**src/rtl/ovl_timing_pkg.sv**
```systemverilog
package ovl_timing_pkg;

    localparam int TICK_W      = 8;
    localparam int LINE_CNT_W  = 10;
    localparam int PHASE_W     = 8;
    localparam int PHASE_LIMIT = 223;

    typedef enum logic {
        FR_IDLE  = 1'b0,
        FR_COUNT = 1'b1
    } frame_state_e;

    typedef struct packed {
        logic               busy;
        logic [PHASE_W-1:0] ticks;
    } phase_track_t;

    function automatic logic [PHASE_W-1:0] clamp_phase(input logic [PHASE_W-1:0] v);
        if (v > PHASE_W'(PHASE_LIMIT))
            return PHASE_W'(PHASE_LIMIT);
        return v;
    endfunction

endpackage

```
**src/rtl/ovl_edge_detect.sv**
```systemverilog
module ovl_edge_detect #(
    parameter bit FALLING = 1'b0
) (
    input  logic clk,
    input  logic rst,
    input  logic din,
    output logic edge_o
);
    // Reset value chosen so no spurious edge appears just after reset.
    localparam logic RST_VAL = FALLING ? 1'b0 : 1'b1;

    logic prev;

    always_ff @(posedge clk) begin
        if (rst) prev <= RST_VAL;
        else     prev <= din;
    end

    generate
        if (FALLING) begin : g_fall
            assign edge_o = prev & ~din;
        end else begin : g_rise
            assign edge_o = ~prev & din;
        end
    endgenerate

endmodule

```
**src/rtl/ovl_line_start.sv**
```systemverilog
module ovl_line_start #(
    parameter int W = 8
) (
    input  logic         clk,
    input  logic         rst,
    input  logic         hs_edge,
    input  logic [W-1:0] ticks,
    output logic         pulse_n
);
    localparam logic [W-1:0] CNT_MAX = {W{1'b1}};

    logic         armed;
    logic [W-1:0] cnt;
    logic         hit;

    assign hit = armed && (cnt == ticks);

    always_ff @(posedge clk) begin
        if (rst) begin
            armed   <= 1'b0;
            cnt     <= '0;
            pulse_n <= 1'b1;
        end else begin
            pulse_n <= ~hit;
            if (hs_edge) begin
                armed <= 1'b1;
                cnt   <= W'(1);
            end else if (armed) begin
                if (hit || cnt == CNT_MAX) armed <= 1'b0;
                else                       cnt   <= cnt + W'(1);
            end
        end
    end

    // A pulse only follows a nonzero programmed count (zero count suppresses).
    assert_zero_count_silent_R3: assert property (@(posedge clk) disable iff (rst)
        !pulse_n |-> $past(ticks) != '0);

    // With counts above one, the strobe never lasts two cycles.
    assert_line_pulse_width_R2: assert property (@(posedge clk) disable iff (rst)
        (!pulse_n && ticks > W'(1)) |=> pulse_n);

endmodule

```
**src/rtl/ovl_frame_start.sv**
```systemverilog
module ovl_frame_start
    import ovl_timing_pkg::*;
#(
    parameter int W = 10
) (
    input  logic         clk,
    input  logic         rst,
    input  logic         vf_edge,
    input  logic         hs_edge,
    input  logic [W-1:0] lines,
    output logic         pulse_n
);
    localparam logic [W-1:0] CNT_MAX = {W{1'b1}};

    frame_state_e state;
    logic [W-1:0] lcnt;
    logic [W:0]   next_cnt;

    assign next_cnt = {1'b0, lcnt} + (W+1)'(1);

    always_ff @(posedge clk) begin
        if (rst) begin
            state   <= FR_IDLE;
            lcnt    <= '0;
            pulse_n <= 1'b1;
        end else begin
            pulse_n <= 1'b1;
            if (vf_edge) begin
                state <= FR_COUNT;
                lcnt  <= '0;
            end else if (state == FR_COUNT && hs_edge) begin
                if (next_cnt == {1'b0, lines}) begin
                    pulse_n <= 1'b0;
                    state   <= FR_IDLE;
                end else if (lcnt == CNT_MAX) begin
                    state <= FR_IDLE;
                end else begin
                    lcnt <= next_cnt[W-1:0];
                end
            end
        end
    end

    assert_frame_on_sync_R4: assert property (@(posedge clk) disable iff (rst)
        !pulse_n |-> $past(hs_edge));

    assert_frame_pulse_width_R4: assert property (@(posedge clk) disable iff (rst)
        !pulse_n |=> pulse_n);

    // Once fired, no second pulse without a fresh flyback edge.
    assert_once_per_field_R5: assert property (@(posedge clk) disable iff (rst)
        (!pulse_n && !vf_edge) |=> state == FR_IDLE);

endmodule

```
**src/rtl/ovl_phase_meter.sv**
```systemverilog
module ovl_phase_meter
    import ovl_timing_pkg::*;
(
    input  logic               clk,
    input  logic               rst,
    input  logic               hs_edge,
    input  logic               fly_edge,
    output logic [PHASE_W-1:0] phase
);
    localparam logic [PHASE_W-1:0] FLAG = {PHASE_W{1'b1}};

    phase_track_t trk;

    always_ff @(posedge clk) begin
        if (rst) begin
            trk   <= '0;
            phase <= '0;
        end else if (hs_edge) begin
            if (fly_edge) begin
                phase    <= '0;
                trk.busy <= 1'b0;
            end else begin
                if (trk.busy) phase <= FLAG;
                trk.busy <= 1'b1;
            end
            trk.ticks <= PHASE_W'(1);
        end else if (trk.busy) begin
            if (fly_edge) begin
                phase    <= clamp_phase(trk.ticks);
                trk.busy <= 1'b0;
            end else if (trk.ticks != FLAG) begin
                trk.ticks <= trk.ticks + PHASE_W'(1);
            end
        end
    end

    assert_phase_range_R7: assert property (@(posedge clk) disable iff (rst)
        (phase <= PHASE_W'(PHASE_LIMIT)) || (phase == FLAG));

    assert_missing_flyback_R7: assert property (@(posedge clk) disable iff (rst)
        (hs_edge && trk.busy && !fly_edge) |=> phase == FLAG);

    assert_phase_capture_R6: assert property (@(posedge clk) disable iff (rst)
        (fly_edge && trk.busy && !hs_edge) |=> phase == clamp_phase($past(trk.ticks)));

endmodule

```
**src/rtl/ovl_frame_timer.sv**
```systemverilog
module ovl_frame_timer
    import ovl_timing_pkg::*;
(
    input  logic                  clk,
    input  logic                  rst,
    input  logic                  hsync_n,
    input  logic                  vfly,
    input  logic                  hfly,
    input  logic [LINE_CNT_W-1:0] frame_lines,
    input  logic [TICK_W-1:0]     line_ticks,
    output logic                  frame_start_n,
    output logic                  line_start_n,
    output logic [PHASE_W-1:0]    phase_value
);
    logic hs_edge;
    logic vf_edge;
    logic hf_edge;

    ovl_edge_detect #(.FALLING(1'b1)) u_hs_edge (
        .clk(clk), .rst(rst), .din(hsync_n), .edge_o(hs_edge));

    ovl_edge_detect #(.FALLING(1'b0)) u_vf_edge (
        .clk(clk), .rst(rst), .din(vfly), .edge_o(vf_edge));

    ovl_edge_detect #(.FALLING(1'b0)) u_hf_edge (
        .clk(clk), .rst(rst), .din(hfly), .edge_o(hf_edge));

    ovl_frame_start #(.W(LINE_CNT_W)) u_frame (
        .clk(clk), .rst(rst), .vf_edge(vf_edge), .hs_edge(hs_edge),
        .lines(frame_lines), .pulse_n(frame_start_n));

    ovl_line_start #(.W(TICK_W)) u_line (
        .clk(clk), .rst(rst), .hs_edge(hs_edge),
        .ticks(line_ticks), .pulse_n(line_start_n));

    ovl_phase_meter u_phase (
        .clk(clk), .rst(rst), .hs_edge(hs_edge),
        .fly_edge(hf_edge), .phase(phase_value));

    assert_reset_idle_R1: assert property (@(posedge clk)
        $past(rst) |-> (frame_start_n && line_start_n && phase_value == '0));

endmodule

```
**config.mk**
```make
export PLATFORM = sky130hd
export DESIGN_NAME = ovl_frame_timer
export DESIGN_NICKNAME = d
export VERILOG_FILES = /design/src/rtl/ovl_timing_pkg.sv /design/src/rtl/ovl_edge_detect.sv /design/src/rtl/ovl_line_start.sv /design/src/rtl/ovl_frame_start.sv /design/src/rtl/ovl_phase_meter.sv /design/src/rtl/ovl_frame_timer.sv
export SDC_FILE = /design/constraint.sdc
export NUM_CORES = 1
export LEC_CHECK = 0
export CORE_ASPECT_RATIO = 1.75
export CORE_UTILIZATION = 58
export DETAILED_ROUTE_END_ITERATION = 10
export PLACE_DENSITY = 0.85
export REMOVE_ABC_BUFFERS = 1
export SYNTH_ARGS = -nofsm -noshare
export SYNTH_HDL_FRONTEND = slang
export SYNTH_SLANG_ARGS = --single-unit
export TNS_END_PERCENT = 20
```
**constraint.sdc**
```tcl
create_clock -name clk -period 4.2 [get_ports clk]
set_input_delay 1.26 -clock clk [delete_from_list [all_inputs] [get_ports clk]]
set_output_delay 1.26 -clock clk [all_outputs]
set_load 0.005 [all_outputs]
```
==> out/metrics.yaml <==
placement:
  placed_area_sq_um: 2520
  place_inst: 323
  gp_congestion: 0.855
  port_buffers: 32
  dp_hpwl_mm: 3.28
  dp_slack_ns: 0.584
sta:
  finalSetupViolCount: 0
  fin_ws_ns: 0.882
  fin_skew_ns: 0.0141
  timing.hold.ws_ns: 0.499
  relSlewSlack_pct: 60.1
  setup_tns_ns: 0
  rsz0062_at_grt: "no"
  period_minus_slack_ns: 3.32
  worst_slew_pin_slew_ns: 0.597
  fin_crit_sh_pct: 79.0
  slew_violations: 0
  fmax_ghz: 0.301
  hold_viol: 0
final_layout:
  stdcell_area_sq_um: 2630
  antenna_cells: 0
  fin_util_pct: 72.4
  nets: 310
  regArea_sq_um: 841
  nFillCells: 288
  layout-drive-gt1-share_pct: 7.02
  final_cell_count_no_fill: 331
  multi_input_area_sq_um: 1280
  areaGrowthSynthToFinish_pct: 18.8
worst_setup_path:
  critPathKind: "in -> reg"
  end_kind: "flop"
  crit_required_ns: 4.44
  cp_slowest_cell: "or4_4"
  worstReg2RegStart: "u_frame.lcnt[0]"
  crit_chain: "clkdlybuf4s50_1 > xor2_1 > nand3_1 > a2bb2oi_1 > or4_4 > o21ai_2 > o21ai_0 > a21oi_1"
  critPathLaunchType: "input pin"
  worstPathMaxFanout: 17
  startpoint: "frame_lines[3]"
  max_stage_delay_ns: 0.54
  arrival_ns: 3.55
  rr_worst_depth: 8
die:
  die_area_sq_um: 4070
  num_io_pins: 33
  core_area_sq_um: 3630
  die_y_um: 83.7
  initial_core_util_pct: 61.0
  num_rows: 29
  chipWidth_um: 48.7
synth:
  synth_edf_count: 0
  ys.warnings.count: 0
  synth.cell_area_sq_um: 2210
  synth_cell_types: 45
  syn-instance-count: 257
  synth_ff_type: "dfxtp_1"
  synth_seq_area_share_pct: 38.0
  async_flop_share_pct: 0
  ys_seq_elements: 42
  synth_area_per_cell_sq_um: 8.61
route:
  via_per_inst: 5.69
  drtIter0Drc: 35
  ant_nets: 0
  dr.pass1.iters: 4
  routed-via-count: 1884
  wl_per_cell_um: 13.6
  wirelength_mm: 4.51
  drc: 0
clock_network:
  cts_resized: 0
  clock_sink_count: 42
  post_cts_buffers: 0
  cts_made_buffers: 5
  htreeDepth: 2
  root_buffer: "clkbuf_8"
  path_clk_slew_ns: 0.09
  cts_tree: "built"
  max-clock-path-buffers: 2
  cts_hold_buffers: 0
  clock_latency_ns: 0.30
pwr:
  power_frac_clock_pct: 39.6
  power_mw: 0.803
  leakage_nw: 0.867
  p_int_mw: 0.623
  vdd_ir_drop_max_mv: 0.378
  switchingPower_mw: 0.179
  p_comb_share_pct: 9.3
  seqPwrFrac_pct: 51.1
  power.share.switching_pct: 22.3
  pwr_density_cell_nw_per_um2: 305
grt:
  grt_max_degree: 21
  grt_pass1_vias: 1805
  grt_overflow_total: 0
  grt_usage_pct: 24.0
  antenna_found_initial: 0
  grt_pass1_wl_mm: 7.62
worst_hold_path:
  hp-start: "u_frame.state"
  hp-class: "reg -> reg"
  hold_depth: 2
run:
  maxCapViolCount: 0
run_status:
  status: "finished, final reports clean"
[power groups by stage]
stage / Sequential [mW] / Clock, mW / Combinational [mW]
floorplan: 0.418 / 0 / 0.0372
global placement: 0.419 / 0 / 0.0730
detailed placement: 0.419 / 0 / 0.0739
CTS: 0.410 / 0.323 / 0.0749
global route: 0.411 / 0.338 / 0.0819
finish: 0.410 / 0.318 / 0.0748
[state kept, by name, indices dropped and copies added (netlist names)]
name	cells
u_frame.pulse_n	1
u_phase.phase	8
u_frame.state	1
u_hf_edge.prev	1
u_phase.trk	9
u_line.armed	1
u_frame.lcnt	10
u_line.cnt	8
u_hs_edge.prev	1
u_line.pulse_n	1
u_vf_edge.prev	1
[critical path: cells and delay by family]
family | cells | cell delay [ns]
XOR/XNOR | 1 | 0.20
AO/OA/AOI/OAI | 4 | 0.97
buffers and inverters | 1 | 0.47
AND/OR/NAND/NOR | 2 | 0.66
[synth_stat cells (3+ instances only)]
master | n | area, sq um
buf_2 | 3 | 15.0
xor2_1 | 13 | 114
xnor2_1 | 19 | 166
and4_1 | 3 | 26.3
a211oi_1 | 10 | 75.1
dfxtp_1 | 42 | 841
a41oi_1 | 3 | 26.3
nor2_1 | 32 | 120
nand3_1 | 15 | 75.1
or2_2 | 5 | 31.3
o31ai_1 | 4 | 30.0
or3_1 | 7 | 43.8
a21oi_1 | 12 | 60.1
or4_1 | 3 | 22.5
nor3_1 | 3 | 15.0
inv_1 | 3 | 11.3
clkbuf_1 | 6 | 22.5
nand2_1 | 13 | 48.8
buf_6 | 3 | 33.8
nor2b_1 | 5 | 31.3
nand4_1 | 3 | 18.8
ha_1 | 3 | 37.5
o21ai_0 | 17 | 85.1
nand2b_1 | 3 | 18.8
[layout by cell type, fill, tap and decap left out, types with 2 or more instances in the layout]
master	n
or4_1	3
nand4_1	3
nand2_1	13
xnor2_1	19
or3_1	7
or4_4	2
o21ai_0	17
clkdlybuf4s50_1	32
ha_1	3
inv_1	3
nor2_1	32
clkbuf_8	5
mux2i_1	2
a21oi_1	12
or2_2	5
nor2b_1	5
dfxtp_1	42
and4_1	3
nand2b_1	3
a41oi_1	3
nor3_1	3
o2111ai_1	2
nand3_1	15
o31ai_1	4
o211ai_1	2
xor2_1	13
nor3b_1	2
a211oi_1	10
and3_1	2
[routing by layer]
metal / track usage, % / vias up / routed length [um]
met3: 4.92 / 6 / 130
met5: 0 / - / 0
met2: 45.6 / 35 / 2440
li1: - / 964 / -
met4: 11.0 / 0 / 74
met1: 24.0 / 879 / 1860
[worst paths after layout]
| kind | to | slack, ns |
|---|---|---|
| worst max-delay path | u_frame.lcnt[3] | 0.88 |
| worst min-delay path | u_frame.state | 0.50 |
| worst max register to register | u_frame.lcnt[3] | 1.40 |
| worst min register to register | u_frame.state | 0.50 |
[layout make-up]
class,instances,share of cell area (%)
multi-input combinational,199,48.7
sequential,42,32.0
clock buffer,6,2.76
clock inverter,2,1.43
inverter,3,0.428
timing repair buffer,33,12.5
tap,46,2.19
[cells by family (layout without fill, tap and decap cells)]
logic type | Yosys count | after routing | share of synthesized area [%]
AO/OA/AOI/OAI | 57 | 57 | 16.5
XOR/XNOR | 33 | 33 | 13.4
adder cells (fa/ha/maj) | 3 | 3 | 1.70
buffers and inverters | 16 | 44 | 4.07
flip-flops | 42 | 42 | 38.0
multiplexers | 2 | 2 | 0.905
AND/OR/NAND/NOR | 104 | 104 | 25.4
Note: power is estimated with default switching activity, not from simulation.
